**config.mk**
```make
export PLATFORM = sky130hd
export DESIGN_NAME = boot_overlay_decoder
export DESIGN_NICKNAME = d
export VERILOG_FILES = /design/src/rtl/boot_overlay_pkg.sv /design/src/rtl/ovl_strobe_edge.sv /design/src/rtl/ovl_shift_chain.sv /design/src/rtl/ovl_map_decode.sv /design/src/rtl/boot_overlay_decoder.sv
export SDC_FILE = /design/constraint.sdc
export NUM_CORES = 1
export LEC_CHECK = 0
export ABC_AREA = 1
export BUFFER_PORTS_ARGS = -buffer_cell sky130_fd_sc_hd__buf_2
export CAP_MARGIN = 20
export CORE_AREA = 2 2 39 41
export CTS_CLUSTER_SIZE = 28
export DETAILED_ROUTE_END_ITERATION = 7
export DIE_AREA = 0 0 41 43
export GPL_TIMING_DRIVEN = 0
export PLACE_DENSITY = 0.42
export SLEW_MARGIN = 0
export SYNTH_ARGS = -nofsm -noshare
export SYNTH_HDL_FRONTEND = slang
export SYNTH_HIERARCHICAL = 1
export SYNTH_SLANG_ARGS = --single-unit
```
**constraint.sdc**
```tcl
create_clock -name clk -period 1.05 [get_ports clk]
set_input_delay 0.0525 -clock clk [delete_from_list [all_inputs] [get_ports clk]]
set_output_delay 0.0525 -clock clk [all_outputs]
set_load 0.1 [all_outputs]
```
**src/rtl/boot_overlay_pkg.sv**
```systemverilog
package boot_overlay_pkg;

    typedef enum logic [0:0] {
        MAP_BOOT = 1'b0,
        MAP_RUN  = 1'b1
    } map_state_e;

endpackage

```
**src/rtl/ovl_strobe_edge.sv**
```systemverilog
module ovl_strobe_edge (
    input  logic clk,
    input  logic rst_n,
    input  logic as_n,
    output logic release_o
);
    logic as_q;

    always_ff @(posedge clk or negedge rst_n) begin
        if (!rst_n) begin
            as_q <= 1'b1;
        end else begin
            as_q <= as_n;
        end
    end

    // Low on the previous edge, high on this one: a bus cycle has ended.
    assign release_o = as_n & ~as_q;
endmodule

```
**src/rtl/ovl_shift_chain.sv**
```systemverilog
module ovl_shift_chain #(
    parameter int STAGES = 4
) (
    input  logic              clk,
    input  logic              rst_n,
    input  logic              advance,
    output logic [STAGES-1:0] chain_o
);
    logic [STAGES-1:0] stage_q;

    for (genvar g = 0; g < STAGES; g++) begin : g_stage
        logic feed;
        if (g == 0) begin : g_head
            assign feed = 1'b1;
        end else begin : g_link
            assign feed = stage_q[g-1];
        end

        always_ff @(posedge clk or negedge rst_n) begin
            if (!rst_n) begin
                stage_q[g] <= 1'b0;
            end else if (advance) begin
                stage_q[g] <= feed;
            end
        end
    end

    assign chain_o = stage_q;
endmodule

```
**src/rtl/ovl_map_decode.sv**
```systemverilog
module ovl_map_decode
    import boot_overlay_pkg::*;
(
    input  map_state_e state,
    input  logic       map_bit,
    output logic       rom_sel_n,
    output logic       ram_sel_n
);
    always_comb begin
        rom_sel_n = 1'b0;
        ram_sel_n = 1'b1;
        unique case (state)
            MAP_BOOT: begin
                rom_sel_n = 1'b0;
                ram_sel_n = 1'b1;
            end
            MAP_RUN: begin
                rom_sel_n = ~map_bit;
                ram_sel_n = map_bit;
            end
            default: begin
                rom_sel_n = 1'b0;
                ram_sel_n = 1'b1;
            end
        endcase
    end
endmodule

```
**src/rtl/boot_overlay_decoder.sv**
```systemverilog
module boot_overlay_decoder
    import boot_overlay_pkg::*;
#(
    parameter int BOOT_READS = 4
) (
    input  logic clk,
    input  logic rst_n,
    input  logic as_n,
    input  logic map_bit_i,
    output logic rom_sel_n,
    output logic ram_sel_n
);
    localparam int LAST = BOOT_READS - 1;

    logic                  strobe_release;
    logic [BOOT_READS-1:0] chain_q;
    logic                  chain_done;
    map_state_e            state_q;
    map_state_e            state_d;

    ovl_strobe_edge u_edge (
        .clk       (clk),
        .rst_n     (rst_n),
        .as_n      (as_n),
        .release_o (strobe_release)
    );

    ovl_shift_chain #(.STAGES(BOOT_READS)) u_chain (
        .clk     (clk),
        .rst_n   (rst_n),
        .advance (strobe_release),
        .chain_o (chain_q)
    );

    assign chain_done = chain_q[LAST];

    // State register
    always_ff @(posedge clk or negedge rst_n) begin
        if (!rst_n) begin
            state_q <= MAP_BOOT;
        end else begin
            state_q <= state_d;
        end
    end

    // Transitions: BOOT -> RUN on chain completion; RUN holds until reset
    always_comb begin
        state_d = state_q;
        unique case (state_q)
            MAP_BOOT: if (chain_done) state_d = MAP_RUN;
            MAP_RUN:  state_d = MAP_RUN;
            default:  state_d = MAP_BOOT;
        endcase
    end

    // Outputs
    ovl_map_decode u_dec (
        .state     (state_q),
        .map_bit   (map_bit_i),
        .rom_sel_n (rom_sel_n),
        .ram_sel_n (ram_sel_n)
    );
endmodule

```
Word-level counts from Yosys, hierarchy flattened
Index checks and enable logic that the tools add are counted.

Latch bits: 0. Flip-flop bits (word level): 6. Word-level logic and storage cells: 14. Memory bits (read-only): 0. Memories: 0. Memory bits (writable): 0.

Multiply operators: 0. Divide/modulo/power cells: 0. Mux-type cells: 4. Bitwise operators: 4. $lt $le $gt $ge: 0. Reduce and logical (&&, ||, !) cells: 0. Add/subtract/negate cells: 0. Shift-type cells: 0. Equal/unequal tests: 0.

Operators by type and width (count): $pmux W1 S2 (3); $not A1 Y1 (3); $and A1 B1 Y1 (1); $mux W1 (1).

Depth between registers and ports, before layout
Depth in word-level cells: 2. Gate-level depth with buffers: 5. Depth with buffers taken out: 5.

Hierarchy
The synthesis kept the hierarchy.

By module, submodules not included: ovl_shift_chain (instances 1, area each 166.4 sq um, seq. area each 100.1 sq um, cells each 18); boot_overlay_decoder (instances 1, area each 36.3 sq um, seq. area each 25.0 sq um, cells each 4); ovl_strobe_edge (instances 1, area each 36.3 sq um, seq. area each 26.3 sq um, cells each 3); ovl_map_decode (instances 1, area each 17.5 sq um, seq. area each 0.0 sq um, cells each 4).

Least setup slack after synthesis
No wires, ideal clock.

Path kind: reg2out. From: register state_q. To: output port rom_sel_n. Setup slack: -0.166 ns. Required time: 0.998 ns. Stages on the path, launching flop included: 3. Arrival time: 1.164 ns. Path buffers: 0. Path through: dfrtp_1 -> inv_1 -> nor2_2.

Longest elaborated chain between the ends: 2.

RTL lines: start: declaration (RTL line boot_overlay_decoder.sv:18) `map_state_e state_q;`; start signal: assignment (RTL line boot_overlay_decoder.sv:42) `state_q <= state_d;`; $not A1 Y1 (RTL line ovl_map_decode.sv:12) `unique case (state)`; $pmux W1 S2 * (RTL line ovl_map_decode.sv:12); end: declaration (RTL line boot_overlay_decoder.sv:10) `output logic rom_sel_n,`.

Every way passes the cells marked *; elsewhere a longest branch is shown, timed or not.

Final worst setup path
Ends and elaborated chain as after synthesis.

==> out/metrics.csv <==
metric;value;unit
status;finished, final reports clean;
clock tree buffer depth;2;
IO Pins;6;
vias in the first global route;155;
Final min period;1.01;ns
final WL;365;um
Net Sw Frac;0.264;
GR peak layer;met3;
worst slack at placement;0.0756;ns
Pint;433;uW
cell at the slowest stage of the critical path;dfrtp_1;
TritonCTS buffer count;3;
worst endpoint required time;1.00;ns
first-pass GRT wire length;593;um
met3 Usage GRT;0.0785;
die area;0.00176;sq mm
synthesized area;234;sq um
Placement Rows;14;
Worst Setup Start Kind;flop;
Sw Pwr;155;uW
Synth Instances;26;
Slew @ Worst Pin;0.200;ns
ANT nets after route;0;
setup repair after global routing missed its margin;yes;
nets;42;
Pre-antenna DRT Iters;4;
Top delay family on crit path;flip-flops;
CP Depth;3;
worst reg2reg path depth;2;
Worst Skew;0.00864;ns
setup bufs post-CTS;0;
R2R Setup Slk;0.13;ns
CTS Root Cell;clkbuf_4;
syn_area_per_cell;9.00;sq um
GPL Wtd Cong;0.594;
GR Util met2;0.0688;
Slew headroom;0.867;
largest net degree at the start of global routing;7;
highest clock rate;987;MHz
count of final max-slew check failures;0;
Avg WL per Cell;6.89;um
critical path endpoint category;output port;
CP bufs+invs;2;
r2r endpoint;u_chain/g_stage[1].feed;
die width;41;um
worst hold margin;0.154;ns
VDD IR-drop max;0.000855;V
clock slew at reported path FFs;0.05;ns
PortBufs;5;
share of layout cells above drive strength 1;0.351;
Initial Util;0.169;
Die Height;43;um
sequential share of power;0.451;
setup violators final;0;
synthesis-to-layout area growth;53.5;%
worst-path fanout max;3;
Clk pwr share;0.389;
reg2reg start;u_edge/as_q;
setup TNS;0;ns
Maximum Capacitance Violations;0;
DRT iter0 DRCs;1;
critical path class;flop to output port;
clock latency on the worst-skew pair;0.24;ns
placed cell count;47;
initial antenna violation count;0;
final-report hold violation count;0;
Hold/Removal Path Class;primary input to asynchronous set/reset pin;
Sink Count;6;
slowest stage delay, CP;0.38;ns
Yosys Warn Count;6;
Leak;0.187;nW
Vias;179;
crit path cell chain;inv_2 -> nor2_4 -> buf_12;
ANT cells;0;
# DRC;0;
synthesized net count;30;
final worst slack;0.0373;ns
Finished Layout Cells;53;
GRT overflow;0;
crit share post-route;0.965;
HPWL after DPL;256;um
Clock H-tree levels;1;
met1 usage;0.0654;
Pwr Density;1640;mW/mm^2
CTS tree;yes;
Crit path arrival time;0.96;ns
vias per cell;3.38;
core box area;0.00138;sq mm
Gate power share;0.160;
Total GRT Usage;0.0575;
sequential cells by signal (all words and copies together) (netlist names):
name / flops
state_q: 1
u_chain/chain_o: 1
u_edge/as_q: 1
u_chain/g_stage.feed: 3
through the flow:
stage / power [mW] / cell area, sq um / utilization
global placement: 0.345 / 287 / 0.207
floorplan: 0.322 / 241 / -
global route: 0.624 / 359 / 0.259
detailed placement: 0.344 / 287 / 0.207
finish: 0.587 / 359 / 0.259
CTS: 0.599 / 354 / 0.256
power groups by stage:
stage | logic, mW | registers [mW] | clock network [mW]
final | 0.0938 | 0.265 | 0.229
after detailed placement | 0.0768 | 0.267 | 0
after global placement | 0.0771 | 0.268 | 0
after global routing | 0.105 | 0.268 | 0.251
after CTS | 0.0940 | 0.264 | 0.240
after floorplan | 0.0569 | 0.265 | 0
repair_timing:
action,CTS,global route
endpoints found under the hold margin,7,0
hold buffers,2,0
endpoints found under the setup margin,2,2
gates resized for setup,6,2
area by class of cell:
type / count / area (sq um)
fill: 149 / 1020
inverter: 6 / 22.5
multi-input combinational: 14 / 72.6
tap: 16 / 20.0
clock buffer: 4 / 26.3
sequential: 6 / 151
timing repair buffer: 7 / 66.3
placed cells by master (no fill, tap or decap):
master         instances
clkbuf_4               3
inv_1                  5
dfstp_2                1
or2_1                  1
nor2_4                 2
nand2_2                1
buf_12                 1
dfrtp_1                5
clkbuf_1               1
inv_2                  1
buf_2                  3
dlygate4sd3_1          2
nand2_1               10
buf_6                  1
worst max path at each step:
stage,slack (ns),from,to
floorplan,0.11,state_q,rom_sel_n
global placement,0.07,state_q,rom_sel_n
detailed placement,0.08,state_q,rom_sel_n
CTS,0.01,state_q,rom_sel_n
global route,-0.004,state_q,rom_sel_n
finish,0.04,state_q,rom_sel_n
metal layers:
metal	share of wire	vias to the layer above
met5	0	-
met3	0.11	0
met2	0.38	8
met1	0.50	75
met4	0	0
li1	-	96
Power figures use the tool's default switching activity.
